File: config.mk
export PLATFORM = sky130hd
export DESIGN_NAME = bcf_retry_timer
export DESIGN_NICKNAME = d
export VERILOG_FILES = /design/src/rtl/bcf_retry_timer.sv
export SDC_FILE = /design/constraint.sdc
export NUM_CORES = 1
export LEC_CHECK = 0
export BUFFER_PORTS_ARGS = -buffer_cell sky130_fd_sc_hd__buf_4
export CORE_MARGIN = 2
export CORE_UTILIZATION = 54
export CTS_CLUSTER_SIZE = 28
export DETAILED_ROUTE_END_ITERATION = 10
export PLACE_DENSITY = 0.75
export RECOVER_POWER = 100
export SYNTH_ARGS = -nofsm -noshare
export SYNTH_HDL_FRONTEND = slang
export SYNTH_SLANG_ARGS = --single-unit
File: constraint.sdc
create_clock -name clk -period 1.59 [get_ports clk]
set_input_delay 0.0795 -clock clk [delete_from_list [all_inputs] [get_ports clk]]
set_output_delay 0.0795 -clock clk [all_outputs]
set_load 0.01 [all_outputs]
File: src/rtl/bcf_retry_timer.sv
module bcf_retry_timer #(
  parameter int unsigned QUAL_CYCLES = 100000,
  parameter int unsigned OFF_CYCLES  = 2500000
) (
  input  logic clk,
  input  logic rst,
  input  logic en,
  input  logic rev_flag,
  output logic out_en,
  output logic fault_off
);

  localparam int unsigned QW = (QUAL_CYCLES > 1) ? $clog2(QUAL_CYCLES) : 1;
  localparam int unsigned OW = (OFF_CYCLES > 1) ? $clog2(OFF_CYCLES) : 1;
  localparam logic [QW-1:0] QUAL_LAST = QW'(QUAL_CYCLES - 1);
  localparam logic [OW-1:0] OFF_LAST  = OW'(OFF_CYCLES - 1);

  logic          lock_q;
  logic [QW-1:0] qual_cnt;
  logic [OW-1:0] off_cnt;

  wire qual_hit = rev_flag && (qual_cnt == QUAL_LAST);
  wire off_done = (off_cnt == OFF_LAST);

  always_ff @(posedge clk) begin
    if (rst || !en) begin
      lock_q   <= 1'b0;
      qual_cnt <= '0;
      off_cnt  <= '0;
    end else if (lock_q) begin
      qual_cnt <= '0;
      if (off_done) begin
        lock_q  <= 1'b0;
        off_cnt <= '0;
      end else begin
        off_cnt <= off_cnt + 1'b1;
      end
    end else if (qual_hit) begin
      lock_q   <= 1'b1;
      qual_cnt <= '0;
    end else if (rev_flag) begin
      qual_cnt <= qual_cnt + 1'b1;
    end else begin
      qual_cnt <= '0;
    end
  end

  assign out_en    = !lock_q;
  assign fault_off = lock_q;

endmodule

# Word level (Yosys, flattened, before mapping)
# Index checks and enable logic that the tools add are counted.
[op_classes] reduce_logical=5 n_lt_le_gt_ge=0 shifts=0 n_mux=4 eq_ne=2 addsub=2 n_mul=0 n_div=0 bitwise_logic=1
[ops] operator="22-bit by 1-bit adder with 22-bit output (second input constant)" n=1
[ops] operator="22-bit equality test (second input constant)" n=1
[ops] operator="22-bit two-way mux" n=1
[ops] operator="17-bit by 1-bit adder with 17-bit output (second input constant)" n=1
[ops] operator="17-bit equality test (second input constant)" n=1
[ops] operator="4-bit OR reduction" n=1
[ops] operator="1-bit two-way mux" n=3
[ops] operator="1-bit zero test" n=2
[ops] operator="1-bit logical AND" n=1
[ops] operator="1-bit logical OR" n=1
[ops] operator="1-bit inverter" n=1
[totals] latchBits=0 mem_bits_ro=0 regBits=40 mem_count=0 input_bits=4 ram_bits=0 word_cells=17

# Logic depth before layout (Yosys ltp)
[logic_depth] word_depth=4 ltp_mapped=7

# Worst setup path before layout
# Ideal clock, no wire load.
[synth_timing] path_kind="reg2reg" start="reg qual_cnt[0]" end="reg qual_cnt[11]" t_required_ps=1526 arrival_ps=1635 synth_period_minus_slack_ps=1699 slack_ps=-109 stages_incl_launch_ff=8 cell_sequence="dfxtp_1 -> ha_1 -> and4_2 -> buf_2 -> a311o_1 -> buf_2 -> buf_4 -> nor2_1"
[synth_between] elab_chain_cells=3 word_cells_on_any_way=4 cone_classes="1 x add/sub; 1 x eq/ne; 2 x reduce/logical"
[synth_rtl] item="start, declared" line="19" rtl="logic [QW-1:0] qual_cnt;"
[synth_rtl] item="start signal, assigned" line="42" rtl="qual_cnt <= qual_cnt + 1'b1;"
[synth_rtl] item="parallel branches: the longest is 3 deep, another holds 17-bit by 1-bit adder with 17-bit output"
# Parallel ways; which one is timed is not known.
# A chain may end at the register's enable or synchronous reset.

# Worst setup path after layout
[layout_timing] start="reg off_cnt[12]" end="reg lock_q, in the netlist fault_off"
[layout_between] elab_chain_cells=3
[layout_rtl] item="start, declared" line="20" rtl="logic [OW-1:0] off_cnt;"
[layout_rtl] item="start signal, assigned" line="36" rtl="off_cnt <= off_cnt + 1'b1;"
[layout_rtl] item="22-bit equality test" line="23" rtl="wire off_done = (off_cnt == OFF_LAST);"
[layout_rtl] item="1-bit two-way mux" line="32" rtl="if (off_done) begin"
[layout_rtl] item="1-bit two-way mux" line="30" rtl="end else if (lock_q) begin"
[layout_rtl] item="end signal, assigned" line="27" rtl="lock_q <= 1'b0;"
[layout_rtl] item="end signal, assigned" line="33" rtl="lock_q <= 1'b0;"
[layout_rtl] item="end signal, assigned" line="39" rtl="lock_q <= 1'b1;"
[layout_rtl] item="end, declared" line="18" rtl="logic lock_q;"
# Every way passes these cells.

==> results.yml <==
min_path:
  holdCritPathClass: "in -> reg"
  hold_end: "off_cnt[4]$_SDFFE_PP0P_"
  holdPathStages: 3
  hold_start: "en"
finish:
  instances_no_fill: 328
  area_growth_syn_to_layout_pct: 40.2
  n_antenna_cell: 0
  fin_area_um2: 2650
  drive_above_1_share: 0.447
  layout.nets: 288
worst_setup_path:
  crit_family: "simple AND/OR/NAND/NOR gates"
  slowest_delay_ps: 380
  worstSetupEndpointType: "register"
  crit_path_start_kind: "register"
  crit_buf_inv: 1
  path_cells: "nor4b_2, nand4_1, o31ai_4, buf_2, a21oi_1"
  r2r_cells: 5
  timing.rr.end: "fault_off$_SDFF_PP0_"
  crit_required_ps: 1820
  crit_path_top_delay_cell: "dfxtp_4"
  cp.arrival_ps: 1950
  r2r-start: "off_cnt[12]$_SDFFE_PP0P_"
  cp_max_fo: 4
  crit_type: "reg -> reg"
  r2r_setup_slack_ps: -130
routing:
  vias_per_cell: 5.77
  firstDrtPassIters: 4
  drc: 0
  wire_per_inst_um: 14.3
  wirelength_mm: 4.70
  first_iter_violations: 84
  ant_nets: 0
  num_vias: 1893
logic_synthesis:
  synthMostInstantiatedCell: "dfxtp_1"
  synth.largest_area_cell: "dfxtp_1"
  netlist_area_um2: 1890
  ys_seq_elements: 40
  post_synth_inst_count: 220
  async_flop_share: 0
  synth_edf_count: 0
  ys_warn_count: 0
  netlist-cell-type-count: 37
  synth_nets: 226
  synth_top_area_share: 0.424
  synth_common_cells: "dfxtp_1, nor2_1, a21oi_1"
  synth_area_leaders: "dfxtp_1, xor2_1, nor2_1, a21oi_1, nand3_1"
  ys.flop_type: "dfxtp_1"
  synth_seq_area_share: 0.424
  synth.avg_cell_area_um2: 8.58
timing:
  clock_skew_ps: 3.95
  fin_hold_ws_ps: 91.0
  fmax_mhz: 583
  timing.final.ws_setup_ps: -126
  worst_pin_slew_ps: 343
  hold_viol: 0
  setup_viol: 36
  fin_crit_sh: 1.08
  relSlewSlack: 0.771
  finalCriticalPeriod_ps: 1720
  drv_slew: 0
  rsz0062_at_grt: "yes"
clocking:
  cts_tree: "yes"
  clock_sinks: 40
  clk_pin_slew_ps: 110
  clk_path_buf_depth: 2
  clock_latency_ps: 340
  numCtsBuffers: 5
  htree_levels: 2
  cts_hold_buf: 0
  root_buffer: "clkbuf_4"
global_route:
  antenna_found_initial: 0
  use_met2: 0.380
  overflow: 0
  met1_usage: 0.289
  busiest_layer: "met2"
  grt_usage: 0.228
  grt_max_degree: 12
  grt_pass1_wl_mm: 7.23
  grt_pass1_vias: 1708
  gr-usage-met3: 0.0375
status:
  violations: "negative setup slack"
  status: "finished with violations"
placement:
  placed_cells: 310
  place_ws_ps: -49.4
  placed_cell_area_um2: 2310
  dp_hpwl_mm: 3.03
  port_buffers: 5
  gp_congestion: 0.806
power_and_ir_drop:
  power.total_mw: 1.53
  peakVddDrop_mv: 0.511
  power.leakage_nw: 0.896
  pwr_density_cell_nw_per_um2: 577
floorplan:
  die_w_um: 63.1
  num_io_pins: 6
  start_util: 0.566
  die-height_um: 63.1
  num_rows: 21
  dieArea_um2: 3990
  core-area_um2: 3340
run:
  maxCapViolCount: 0
registers in the layout, summed over array words and instances (netlist names):
register and flops:
qual_cnt 17, off_cnt 22, fault_off 1
routing by layer:
layer | vias to the layer above | wire [µm]
li1 | 921 | -
met1 | 899 | 2070
met2 | 59 | 2290
met3 | 14 | 224
met4 | 0 | 121
met5 | - | 0
cell families (layout without fill, tap and decap cells):
family                   Yosys count  in the layout  share of synthesized area
AND/OR/NAND/NOR                  107            107                      0.315
flip-flops                        40             40                      0.424
AO/OA/AOI/OAI                     37             37                      0.120
XOR/XNOR                          20             20                     0.0928
buffers and inverters             14             76                     0.0351
adder cells (fa/ha/maj)            2              2                     0.0133
placed cells by master, fill, tap and decap left out, types with 2 or more instances in the layout:
master	netlist	layout
a21oi_1	16	3
a21oi_2	1	14
and3_1	4	3
and4_1	4	2
and4_4	0	3
buf_2	5	2
buf_4	2	54
buf_6	0	8
clkbuf_4	0	5
dfxtp_1	40	24
dfxtp_2	0	13
dfxtp_4	0	3
inv_1	4	4
nand2_1	15	15
nand2b_1	2	2
nand3_1	15	14
nand3_2	1	2
nand4_1	12	12
nor2_1	24	21
nor2_2	0	3
nor3_1	3	2
nor4b_4	0	2
o211ai_1	2	2
o21ai_0	11	9
o21ai_1	0	2
o31ai_1	4	2
o31ai_2	0	2
or3_1	11	11
or4_4	0	4
or4b_4	1	2
xnor2_1	8	8
xor2_1	12	12
worst max path at each step:
stage	depth (start not counted)	startpoint	to
after floorplan	6	qual_cnt[1]$_SDFF_PP0_	qual_cnt[14]$_SDFF_PP0_
after global placement	5	qual_cnt[8]$_SDFF_PP0_	qual_cnt[2]$_SDFF_PP0_
after detailed placement	5	qual_cnt[8]$_SDFF_PP0_	qual_cnt[9]$_SDFF_PP0_
after CTS	5	qual_cnt[8]$_SDFF_PP0_	qual_cnt[16]$_SDFF_PP0_
after global routing	5	off_cnt[20]$_SDFFE_PP0P_	fault_off$_SDFF_PP0_
final	5	off_cnt[12]$_SDFFE_PP0P_	fault_off$_SDFF_PP0_
layout make-up:
type	instances	area (µm²)
multi-input cells	166	1190
clock inverters	1	5.00
clock buffers	6	41.3
inverters	5	18.8
repair buffers	64	505
fillers	224	689
well taps	46	57.6
flip-flops and latches	40	828
timing repair:
item	4_1_cts	5_1_grt
buffers inserted	2	6
setup endpoints to repair	35	39
gates resized for setup	13	52
pin swaps	5	20
gates cloned	0	3
report_power, final:
group	switching (mW)	total [mW]	internal, mW	leakage (nW)
clock	0.316	0.479	0.163	0.0281
combinational	0.0274	0.0503	0.0229	0.537
sequential	0.00134	0.999	0.998	0.331
total	0.344	1.53	1.18	0.896
tightest hold or removal path: stages:
cell      delay (ps)
buf_4             80
nand2b_1         120
nor2_1           120
through the flow:
step | setup TNS, ps | utilization
after floorplan | -36.0 | -
after detailed placement | -787 | 0.693
after global placement | 0 | 0.693
after global routing | -3780 | 0.793
final | -2310 | 0.793
after CTS | -280 | 0.726
No activity file was read; power rests on OpenSTA's default activity.
